File: config.mk
export PLATFORM = sky130hd
export DESIGN_NAME = tlb_inval_ctrl
export DESIGN_NICKNAME = d
export VERILOG_FILES = /design/src/rtl/tlbi_pkg.sv /design/src/rtl/tlbi_sweeper.sv /design/src/rtl/tlbi_entry_store.sv /design/src/rtl/tlbi_lookup.sv /design/src/rtl/tlb_inval_ctrl.sv
export SDC_FILE = /design/constraint.sdc
export NUM_CORES = 2
export LEC_CHECK = 0
export CORE_MARGIN = 5
export CORE_UTILIZATION = 40
export CTS_CLUSTER_DIAMETER = 120
export CTS_CLUSTER_SIZE = 28
export DETAILED_ROUTE_END_ITERATION = 12
export DONT_BUFFER_PORTS = 1
export PLACE_DENSITY = 0.58
export SETUP_SLACK_MARGIN = 0.2
export SYNTH_ARGS = -nofsm -noshare
export SYNTH_HDL_FRONTEND = slang
export SYNTH_SLANG_ARGS = --single-unit
export TNS_END_PERCENT = 50
File: constraint.sdc
create_clock -name clk_i -period 16.8 [get_ports clk_i]
set_input_delay 1.68 -clock clk_i [delete_from_list [all_inputs] [get_ports clk_i]]
set_output_delay 1.68 -clock clk_i [all_outputs]
set_load 0.02 [all_outputs]
File: src/rtl/tlbi_pkg.sv
package tlbi_pkg;
  typedef enum logic [1:0] {
    KIND_NONE = 2'd0,
    KIND_VPID = 2'd1,
    KIND_ROOT = 2'd2,
    KIND_DUAL = 2'd3
  } kind_e;

  typedef enum logic [2:0] {
    OP_VPID_ADDR  = 3'd0,
    OP_VPID_CTX   = 3'd1,
    OP_VPID_ALL   = 3'd2,
    OP_VPID_KEEPG = 3'd3,
    OP_ROOT_CTX   = 3'd4,
    OP_CTX_SWITCH = 3'd5,
    OP_FAULT_ADDR = 3'd6
  } op_e;

  localparam logic [2:0] OP_LAST_DEF = 3'd6;
endpackage

File: src/rtl/tlbi_sweeper.sv
module tlbi_sweeper #(
  parameter int N = 16,
  parameter int LANES = 4,
  parameter int VPID_W = 16,
  parameter int ROOT_W = 12,
  parameter int LPN_W = 20,
  localparam int GROUPS = N / LANES,
  localparam int GRP_W = (GROUPS > 1) ? $clog2(GROUPS) : 1
) (
  input  logic              clk_i,
  input  logic              rst_ni,
  input  logic              cmd_valid_i,
  input  logic [2:0]        cmd_op_i,
  input  logic [VPID_W-1:0] cmd_vpid_i,
  input  logic [ROOT_W-1:0] cmd_root_i,
  input  logic [LPN_W-1:0]  cmd_page_i,
  output logic              busy_o,
  output logic              done_o,
  output logic              err_o,
  output logic [GRP_W-1:0]  grp_o,
  output logic [2:0]        op_o,
  output logic [VPID_W-1:0] vpid_o,
  output logic [ROOT_W-1:0] root_o,
  output logic [LPN_W-1:0]  page_o
);
  import tlbi_pkg::*;

  localparam logic [GRP_W-1:0] LAST_GRP = GRP_W'(GROUPS - 1);

  logic             busy_q, done_q, err_q;
  logic [GRP_W-1:0] grp_q;
  logic             op_ok;

  assign op_ok = (cmd_op_i <= OP_LAST_DEF);

  always_ff @(posedge clk_i or negedge rst_ni) begin
    if (!rst_ni) begin
      busy_q <= 1'b0;
      done_q <= 1'b0;
      err_q  <= 1'b0;
      grp_q  <= '0;
      op_o   <= '0;
      vpid_o <= '0;
      root_o <= '0;
      page_o <= '0;
    end else begin
      done_q <= 1'b0;
      err_q  <= 1'b0;
      if (busy_q) begin
        if (grp_q == LAST_GRP) begin
          busy_q <= 1'b0;
          done_q <= 1'b1;
          grp_q  <= '0;
        end else begin
          grp_q <= grp_q + 1'b1;
        end
      end else if (cmd_valid_i) begin
        if (!op_ok) begin
          err_q <= 1'b1;
        end else begin
          busy_q <= 1'b1;
          grp_q  <= '0;
          op_o   <= cmd_op_i;
          vpid_o <= cmd_vpid_i;
          root_o <= cmd_root_i;
          page_o <= cmd_page_i;
        end
      end
    end
  end

  assign busy_o = busy_q;
  assign done_o = done_q;
  assign err_o  = err_q;
  assign grp_o  = grp_q;

  // independent run-length counter for the sweep bound
  logic [GRP_W:0] run_cnt;
  always_ff @(posedge clk_i or negedge rst_ni) begin
    if (!rst_ni) run_cnt <= '0;
    else if (busy_q) run_cnt <= run_cnt + 1'b1;
    else run_cnt <= '0;
  end

  AST_DONE_AFTER_LAST: assert property (@(posedge clk_i) disable iff (!rst_ni)
    done_o |-> ($past(busy_q) && $past(grp_q) == LAST_GRP));
  AST_SWEEP_BOUND: assert property (@(posedge clk_i) disable iff (!rst_ni)
    busy_q |-> (run_cnt < (GRP_W+1)'(GROUPS)));
  AST_ERR_NO_SWEEP: assert property (@(posedge clk_i) disable iff (!rst_ni)
    err_o |-> (!busy_q && !done_q));
  AST_ERR_CAUSE: assert property (@(posedge clk_i) disable iff (!rst_ni)
    err_o |-> ($past(cmd_valid_i) && $past(cmd_op_i) > OP_LAST_DEF));
endmodule

File: src/rtl/tlbi_entry_store.sv
module tlbi_entry_store #(
  parameter int N = 16,
  parameter int LANES = 4,
  parameter int VPID_W = 16,
  parameter int ROOT_W = 12,
  parameter int LPN_W = 20,
  parameter int PFN_W = 20,
  localparam int IDX_W = (N > 1) ? $clog2(N) : 1,
  localparam int GROUPS = N / LANES,
  localparam int GRP_W = (GROUPS > 1) ? $clog2(GROUPS) : 1
) (
  input  logic              clk_i,
  input  logic              rst_ni,
  input  logic              fill_en_i,
  input  logic [IDX_W-1:0]  fill_idx_i,
  input  logic [1:0]        fill_kind_i,
  input  logic [VPID_W-1:0] fill_vpid_i,
  input  logic [ROOT_W-1:0] fill_root_i,
  input  logic [LPN_W-1:0]  fill_page_i,
  input  logic [PFN_W-1:0]  fill_frame_i,
  input  logic              fill_glb_i,
  input  logic              sw_act_i,
  input  logic [GRP_W-1:0]  sw_grp_i,
  input  logic [2:0]        sw_op_i,
  input  logic [VPID_W-1:0] sw_vpid_i,
  input  logic [ROOT_W-1:0] sw_root_i,
  input  logic [LPN_W-1:0]  sw_page_i,
  output logic [N-1:0]      valid_o,
  output logic [1:0]        kind_o  [N],
  output logic [VPID_W-1:0] vpid_o  [N],
  output logic [ROOT_W-1:0] root_o  [N],
  output logic [LPN_W-1:0]  page_o  [N],
  output logic [PFN_W-1:0]  frame_o [N]
);
  import tlbi_pkg::*;

  logic [N-1:0] valid_q, glb_q, clr;

  function automatic logic clr_match(input logic [2:0] op, input logic [1:0] k,
                                     input logic [VPID_W-1:0] ev,
                                     input logic [ROOT_W-1:0] er,
                                     input logic [LPN_W-1:0] ep, input logic eg);
    logic has_v, has_r, m;
    has_v = k[0];
    has_r = k[1];
    case (op)
      OP_VPID_ADDR:  m = has_v && ev == sw_vpid_i && ep == sw_page_i;
      OP_VPID_CTX:   m = has_v && ev == sw_vpid_i;
      OP_VPID_ALL:   m = has_v;
      OP_VPID_KEEPG: m = has_v && ev == sw_vpid_i && !eg;
      OP_ROOT_CTX:   m = has_r && er == sw_root_i;
      OP_CTX_SWITCH: m = has_v && ev == '0;
      OP_FAULT_ADDR: m = has_v && has_r && ev == sw_vpid_i && er == sw_root_i &&
                         ep == sw_page_i;
      default:       m = 1'b0;
    endcase
    return m;
  endfunction

  for (genvar i = 0; i < N; i++) begin : g_ent
    assign clr[i] = sw_act_i && (sw_grp_i == GRP_W'(i / LANES)) &&
                    clr_match(sw_op_i, kind_o[i], vpid_o[i], root_o[i], page_o[i], glb_q[i]);

    always_ff @(posedge clk_i or negedge rst_ni) begin
      if (!rst_ni) valid_q[i] <= 1'b0;
      else if (fill_en_i && fill_idx_i == IDX_W'(i)) valid_q[i] <= 1'b1;
      else if (clr[i]) valid_q[i] <= 1'b0;
    end

    always_ff @(posedge clk_i) begin
      if (fill_en_i && fill_idx_i == IDX_W'(i)) begin
        kind_o[i]  <= fill_kind_i;
        vpid_o[i]  <= fill_vpid_i;
        root_o[i]  <= fill_root_i;
        page_o[i]  <= fill_page_i;
        frame_o[i] <= fill_frame_i;
        glb_q[i]   <= fill_glb_i;
      end
    end

    AST_CLR_TAKES: assert property (@(posedge clk_i) disable iff (!rst_ni)
      clr[i] |=> !valid_q[i]);
  end

  assign valid_o = valid_q;

  AST_FILL_SWEEP_EXCL: assert property (@(posedge clk_i) disable iff (!rst_ni)
    !(fill_en_i && sw_act_i));
endmodule

File: src/rtl/tlbi_lookup.sv
module tlbi_lookup #(
  parameter int N = 16,
  parameter int VPID_W = 16,
  parameter int ROOT_W = 12,
  parameter int LPN_W = 20,
  parameter int PFN_W = 20
) (
  input  logic              clk_i,
  input  logic              rst_ni,
  input  logic              req_i,
  input  logic [VPID_W-1:0] vpid_i,
  input  logic [ROOT_W-1:0] root_i,
  input  logic [LPN_W-1:0]  page_i,
  input  logic [N-1:0]      valid_i,
  input  logic [1:0]        kind_i  [N],
  input  logic [VPID_W-1:0] vpid_e_i [N],
  input  logic [ROOT_W-1:0] root_e_i [N],
  input  logic [LPN_W-1:0]  page_e_i [N],
  input  logic [PFN_W-1:0]  frame_e_i [N],
  output logic              resp_valid_o,
  output logic              hit_o,
  output logic [PFN_W-1:0]  frame_o
);
  import tlbi_pkg::*;

  logic [N-1:0]     match;
  logic             hit_d;
  logic [PFN_W-1:0] frame_d;

  for (genvar i = 0; i < N; i++) begin : g_cmp
    logic v_eq, r_eq, ctx_ok;
    assign v_eq = (vpid_e_i[i] == vpid_i);
    assign r_eq = (root_e_i[i] == root_i);
    always_comb begin
      case (kind_i[i])
        KIND_VPID: ctx_ok = v_eq;
        KIND_ROOT: ctx_ok = r_eq;
        KIND_DUAL: ctx_ok = v_eq && r_eq;
        default:   ctx_ok = 1'b0;
      endcase
    end
    assign match[i] = valid_i[i] && ctx_ok && (page_e_i[i] == page_i);
  end

  // lowest slot wins
  always_comb begin
    hit_d   = 1'b0;
    frame_d = '0;
    for (int i = N - 1; i >= 0; i--) begin
      if (match[i]) begin
        hit_d   = 1'b1;
        frame_d = frame_e_i[i];
      end
    end
  end

  always_ff @(posedge clk_i or negedge rst_ni) begin
    if (!rst_ni) begin
      resp_valid_o <= 1'b0;
      hit_o        <= 1'b0;
      frame_o      <= '0;
    end else begin
      resp_valid_o <= req_i;
      hit_o        <= req_i && hit_d;
      frame_o      <= (req_i && hit_d) ? frame_d : '0;
    end
  end

  AST_RESP_AFTER_REQ: assert property (@(posedge clk_i) disable iff (!rst_ni)
    resp_valid_o |-> $past(req_i));
  AST_NO_STRAY_HIT: assert property (@(posedge clk_i) disable iff (!rst_ni)
    !resp_valid_o |-> (!hit_o && frame_o == '0));
  AST_MISS_ZERO: assert property (@(posedge clk_i) disable iff (!rst_ni)
    (resp_valid_o && !hit_o) |-> frame_o == '0);
endmodule

File: src/rtl/tlb_inval_ctrl.sv
module tlb_inval_ctrl #(
  parameter int ENTRIES = 16,
  parameter int LANES = 4,
  parameter int VPID_W = 16,
  parameter int ROOT_W = 12,
  parameter int LPN_W = 20,
  parameter int PFN_W = 20
) (
  input  logic              clk_i,
  input  logic              rst_ni,
  input  logic              lk_valid_i,
  input  logic [VPID_W-1:0] lk_vpid_i,
  input  logic [ROOT_W-1:0] lk_root_i,
  input  logic [LPN_W-1:0]  lk_page_i,
  output logic              lk_ready_o,
  output logic              lk_resp_valid_o,
  output logic              lk_hit_o,
  output logic [PFN_W-1:0]  lk_frame_o,
  input  logic              fill_valid_i,
  input  logic [1:0]        fill_kind_i,
  input  logic [VPID_W-1:0] fill_vpid_i,
  input  logic [ROOT_W-1:0] fill_root_i,
  input  logic [LPN_W-1:0]  fill_page_i,
  input  logic [PFN_W-1:0]  fill_frame_i,
  input  logic              fill_global_i,
  input  logic              cmd_valid_i,
  input  logic [2:0]        cmd_op_i,
  input  logic [VPID_W-1:0] cmd_vpid_i,
  input  logic [ROOT_W-1:0] cmd_root_i,
  input  logic [LPN_W-1:0]  cmd_page_i,
  output logic              cmd_ready_o,
  output logic              done_o,
  output logic              err_o
);
  localparam int IDX_W = (ENTRIES > 1) ? $clog2(ENTRIES) : 1;
  localparam int GROUPS = ENTRIES / LANES;
  localparam int GRP_W = (GROUPS > 1) ? $clog2(GROUPS) : 1;
  localparam logic [IDX_W-1:0] LAST_IDX = IDX_W'(ENTRIES - 1);

  logic              busy, fill_en;
  logic [GRP_W-1:0]  sw_grp;
  logic [2:0]        sw_op;
  logic [VPID_W-1:0] sw_vpid;
  logic [ROOT_W-1:0] sw_root;
  logic [LPN_W-1:0]  sw_page;
  logic [IDX_W-1:0]  ptr_q;

  logic [ENTRIES-1:0] e_valid;
  logic [1:0]         e_kind  [ENTRIES];
  logic [VPID_W-1:0]  e_vpid  [ENTRIES];
  logic [ROOT_W-1:0]  e_root  [ENTRIES];
  logic [LPN_W-1:0]   e_page  [ENTRIES];
  logic [PFN_W-1:0]   e_frame [ENTRIES];

  assign lk_ready_o  = !busy;
  assign cmd_ready_o = !busy;
  assign fill_en     = fill_valid_i && !busy;

  always_ff @(posedge clk_i or negedge rst_ni) begin
    if (!rst_ni) ptr_q <= '0;
    else if (fill_en) ptr_q <= (ptr_q == LAST_IDX) ? '0 : ptr_q + 1'b1;
  end

  tlbi_sweeper #(
    .N(ENTRIES), .LANES(LANES), .VPID_W(VPID_W), .ROOT_W(ROOT_W), .LPN_W(LPN_W)
  ) u_sweep (
    .clk_i, .rst_ni,
    .cmd_valid_i, .cmd_op_i, .cmd_vpid_i, .cmd_root_i, .cmd_page_i,
    .busy_o(busy), .done_o, .err_o,
    .grp_o(sw_grp), .op_o(sw_op), .vpid_o(sw_vpid), .root_o(sw_root), .page_o(sw_page)
  );

  tlbi_entry_store #(
    .N(ENTRIES), .LANES(LANES), .VPID_W(VPID_W), .ROOT_W(ROOT_W),
    .LPN_W(LPN_W), .PFN_W(PFN_W)
  ) u_store (
    .clk_i, .rst_ni,
    .fill_en_i(fill_en), .fill_idx_i(ptr_q), .fill_kind_i, .fill_vpid_i,
    .fill_root_i, .fill_page_i, .fill_frame_i, .fill_glb_i(fill_global_i),
    .sw_act_i(busy), .sw_grp_i(sw_grp), .sw_op_i(sw_op), .sw_vpid_i(sw_vpid),
    .sw_root_i(sw_root), .sw_page_i(sw_page),
    .valid_o(e_valid), .kind_o(e_kind), .vpid_o(e_vpid), .root_o(e_root),
    .page_o(e_page), .frame_o(e_frame)
  );

  tlbi_lookup #(
    .N(ENTRIES), .VPID_W(VPID_W), .ROOT_W(ROOT_W), .LPN_W(LPN_W), .PFN_W(PFN_W)
  ) u_lookup (
    .clk_i, .rst_ni,
    .req_i(lk_valid_i && !busy), .vpid_i(lk_vpid_i), .root_i(lk_root_i), .page_i(lk_page_i),
    .valid_i(e_valid), .kind_i(e_kind), .vpid_e_i(e_vpid), .root_e_i(e_root),
    .page_e_i(e_page), .frame_e_i(e_frame),
    .resp_valid_o(lk_resp_valid_o), .hit_o(lk_hit_o), .frame_o(lk_frame_o)
  );

  AST_NO_LOOKUP_IN_SWEEP: assert property (@(posedge clk_i) disable iff (!rst_ni)
    lk_resp_valid_o |-> $past(lk_ready_o));
  AST_RR_STEP: assert property (@(posedge clk_i) disable iff (!rst_ni)
    fill_en |=> (ptr_q == (($past(ptr_q) == LAST_IDX) ? '0 : $past(ptr_q) + 1'b1)));
  AST_PTR_HOLD: assert property (@(posedge clk_i) disable iff (!rst_ni)
    !fill_en |=> $stable(ptr_q));
  AST_DONE_ERR_EXCL: assert property (@(posedge clk_i) disable iff (!rst_ni)
    !(done_o && err_o));
endmodule

==> flow_metrics.tcl <==
set metrics [dict create \
    hold_viol_final 0 \
    cp_slowest_cell "o31ai_1" \
    slew_violations 0 \
    drt_first_pass_iters 6 \
    drt-initial-drc-count 4589 \
    worstHoldPathCells 1 \
    leakagePower_uw 0.0190 \
    p_total_uw 7520 \
    start_util_pct 40.3 \
    cp.required_ps 17460 \
    cts.clk_slew.worst_paths_ps 110 \
    syn_inst 4480 \
    antenna_found_initial 18 \
    worstSetupStartpointType "input port" \
    setup_violations 0 \
    track_usage_pct 27.2 \
    cts_root_buffer "clkbuf_16" \
    tns_ps 0 \
    first_global_vias 38100 \
    reg2reg_from "u_store.root_o[168]$_DFFE_PP_" \
    fp.dieArea_mm2 0.159 \
    async_reset_ff_share_pct 7.94 \
    coreArea_mm2 0.150 \
    status "finished, final reports clean" \
    fin_area_mm2 0.0641 \
    mostFrequentLayoutCells "edfxtp_1, xnor2_1, xor2_1" \
    layout_commonest_cell "edfxtp_1" \
    syn_nets 4663 \
    nFillCells 13800 \
    num_vias 38800 \
    dp_hpwl_um 137000 \
    cts_setup_buffers 0 \
    io_pins 201 \
    die_h_um 399 \
    port_buffers 0 \
    cp_cell_sequence "xnor2_1 > nand4_1 > o31ai_1 > and4_1 > buf_4 > nor4_4 > buf_4 > and4b_4 > a41oi_4 > a32o_1" \
    detail_route.wl_per_cell_um 34.5 \
    clock-sinks 1234 \
    r2r_end "u_lookup.frame_o[8]$_DFF_PN0_" \
    synth_area_per_cell_um2 13.5 \
    hp-start "u_store.frame_o[306]$_DFFE_PP_" \
    place_area_mm2 0.0626 \
    multiInputGateArea_mm2 0.0227 \
    worst_pin_slew_ps 1270 \
    yosysSeqAreaShare_pct 60.3 \
    path_buf_inv 2 \
    clk_latency_ps 730 \
    peakVddDrop_mv 0.0978 \
    fin_nets 4551 \
    cap_viol_max_count 0 \
    syn_area_mm2 0.0606 \
    clk_path_buf_depth 3 \
    via_per_inst 6.03 \
    powerDensity_mw_per_mm2 117 \
    cp_max_fo 22 \
    crit_type "input port to flip-flop" \
    worstPathArrival_ps 5670 \
    cp_top_family "compound AO/OA/AOI/OAI gates" \
    areaGrowthSynthToFinish_pct 5.81 \
    synth_cell_types 74 \
    grt_max_degree 99 \
    synth_seq_cells 1234 \
    rr_worst_depth 10 \
    post-route-period-util_pct 29.8 \
    ant_nets 0 \
    fp.dieW_um 399 \
    cpPeakStageDelay_ps 1000 \
    grt_pass1_wl_um 305000 \
    ys.flop_type "edfxtp_1" \
    cts.repair.resized 0 \
    htreeDepth 2 \
    fmaxAchievable_ghz 0.200 \
    crit_path_end_kind "flip-flop" \
    gp_congestion 0.920 \
    seqCellArea_mm2 0.0366 \
    yosysWarnings 0 \
    r2r_slack_ps 12320 \
    cts_buffers 50 \
    cts_tree "done" \
    grt-ovfl-total 0 \
    relSlewSlack_pct 14.8 \
    period_minus_slack_ps 5010 \
    hold_end "u_lookup.frame_o[6]$_DFF_PN0_" \
    rows 142 \
    drc 0 \
    path_common_cell "buf_4" \
    hold_buffers 0 \
    synth_edf_count 1136 \
    rsz0062_at_grt "no" \
    final_layout_size_suffix_gt1_share_pct 6.24 \
    holdCritPathClass "flip-flop to flip-flop" \
    clock_skew_ps 56.3 \
    wl_um 222000 \
]
## flip-flops by register name, summed over array words and instances (netlist names), 2 cells and up
name and cells:
ptr_q 4, u_lookup.frame_o 20, u_store.frame_o 320, u_store.glb_q 16
u_store.kind_o 32, u_store.page_o 320, u_store.root_o 192, u_store.valid_o 16
u_store.vpid_o 256, u_sweep.grp_o 2, u_sweep.op_o 3, u_sweep.page_o 20
u_sweep.root_o 12, u_sweep.vpid_o 16
## cell usage after synthesis, types with 17 or more instances
master	count	area, um^2
a221oi_1	19	166
buf_6	41	462
nand4_1	249	1560
nor3_1	72	360
xor2_1	529	4630
nor2_1	58	218
a21oi_1	34	170
buf_4	28	210
nand3b_1	19	143
a21o_1	35	263
dfrtp_1	98	2450
inv_1	26	97.6
nor4_1	196	1230
xnor2_1	1008	8830
nor3b_1	38	285
edfxtp_1	1136	34100
o21ai_0	66	330
buf_2	45	225
mux2_2	50	563
nand3_1	119	596
nand2b_1	17	106
clkbuf_1	150	563
o2111ai_1	27	236
a22o_1	19	166
a22oi_1	18	135
a32o_1	18	180
o311ai_0	17	149
nand2_1	189	709
## per-layer routing
layer / global-route usage [%] / wire length, um / vias up
li1: - / - / 16100
met1: 37.1 / 90000 / 20200
met2: 43.1 / 101000 / 2085
met3: 5.88 / 21600 / 418
met4: 9.69 / 9510 / 18
met5: 0 / 99 / -
## per-stage QoR
step                hold WS (ps)  utilization, %  setup slack, ps  std cells
finish                       468            42.7            11790       6431
global route                 499            42.7            11740       6425
CTS                          481            42.7            11950       6425
detailed placement           457            41.7            11190       6332
global placement             448            41.7            11200       6332
floorplan                    442               -             8780       4480
## logic make-up after synthesis
logic type | Yosys count | synth area share, %
xor gates and xnor gates | 1537 | 22.2
DFF | 1234 | 60.3
and+or+nand+nor | 1010 | 9.27
AOI/OAI and AO/OA | 345 | 4.50
buffers and inverters | 295 | 2.60
muxes | 51 | 0.945
adders and majority gates | 8 | 0.165
## final cells by class
type                    instances  area share (%)
multi-input cells            2951            35.3
well taps                    2016            3.93
clock inverters                 6           0.137
clock buffers                  87            2.18
flip-flops and latches       1234            57.0
diodes                          6          0.0234
inverters                      28           0.164
repair buffers                103            1.21
## power by group
| part | switching [uW] | internal [uW] |
|---|---|---|
| Sequential | 299 | 3530 |
| Clock | 994 | 587 |
| Combinational | 1290 | 826 |
| Total | 2580 | 4940 |
## worst max path at each step
stage / start / endpoint / slack (ps) / cells after the start
floorplan: fill_valid_i / u_store.frame_o[160]$_DFFE_PP_ / 8780 / 3
global placement: lk_root_i[11] / u_lookup.frame_o[11]$_DFF_PN0_ / 11200 / 10
detailed placement: lk_root_i[7] / u_lookup.frame_o[3]$_DFF_PN0_ / 11190 / 10
CTS: lk_root_i[7] / u_lookup.frame_o[16]$_DFF_PN0_ / 11950 / 10
global route: lk_root_i[7] / u_lookup.frame_o[14]$_DFF_PN0_ / 11740 / 10
finish: lk_root_i[7] / u_lookup.frame_o[8]$_DFF_PN0_ / 11790 / 10
Note: power is estimated with default switching activity, not from simulation.
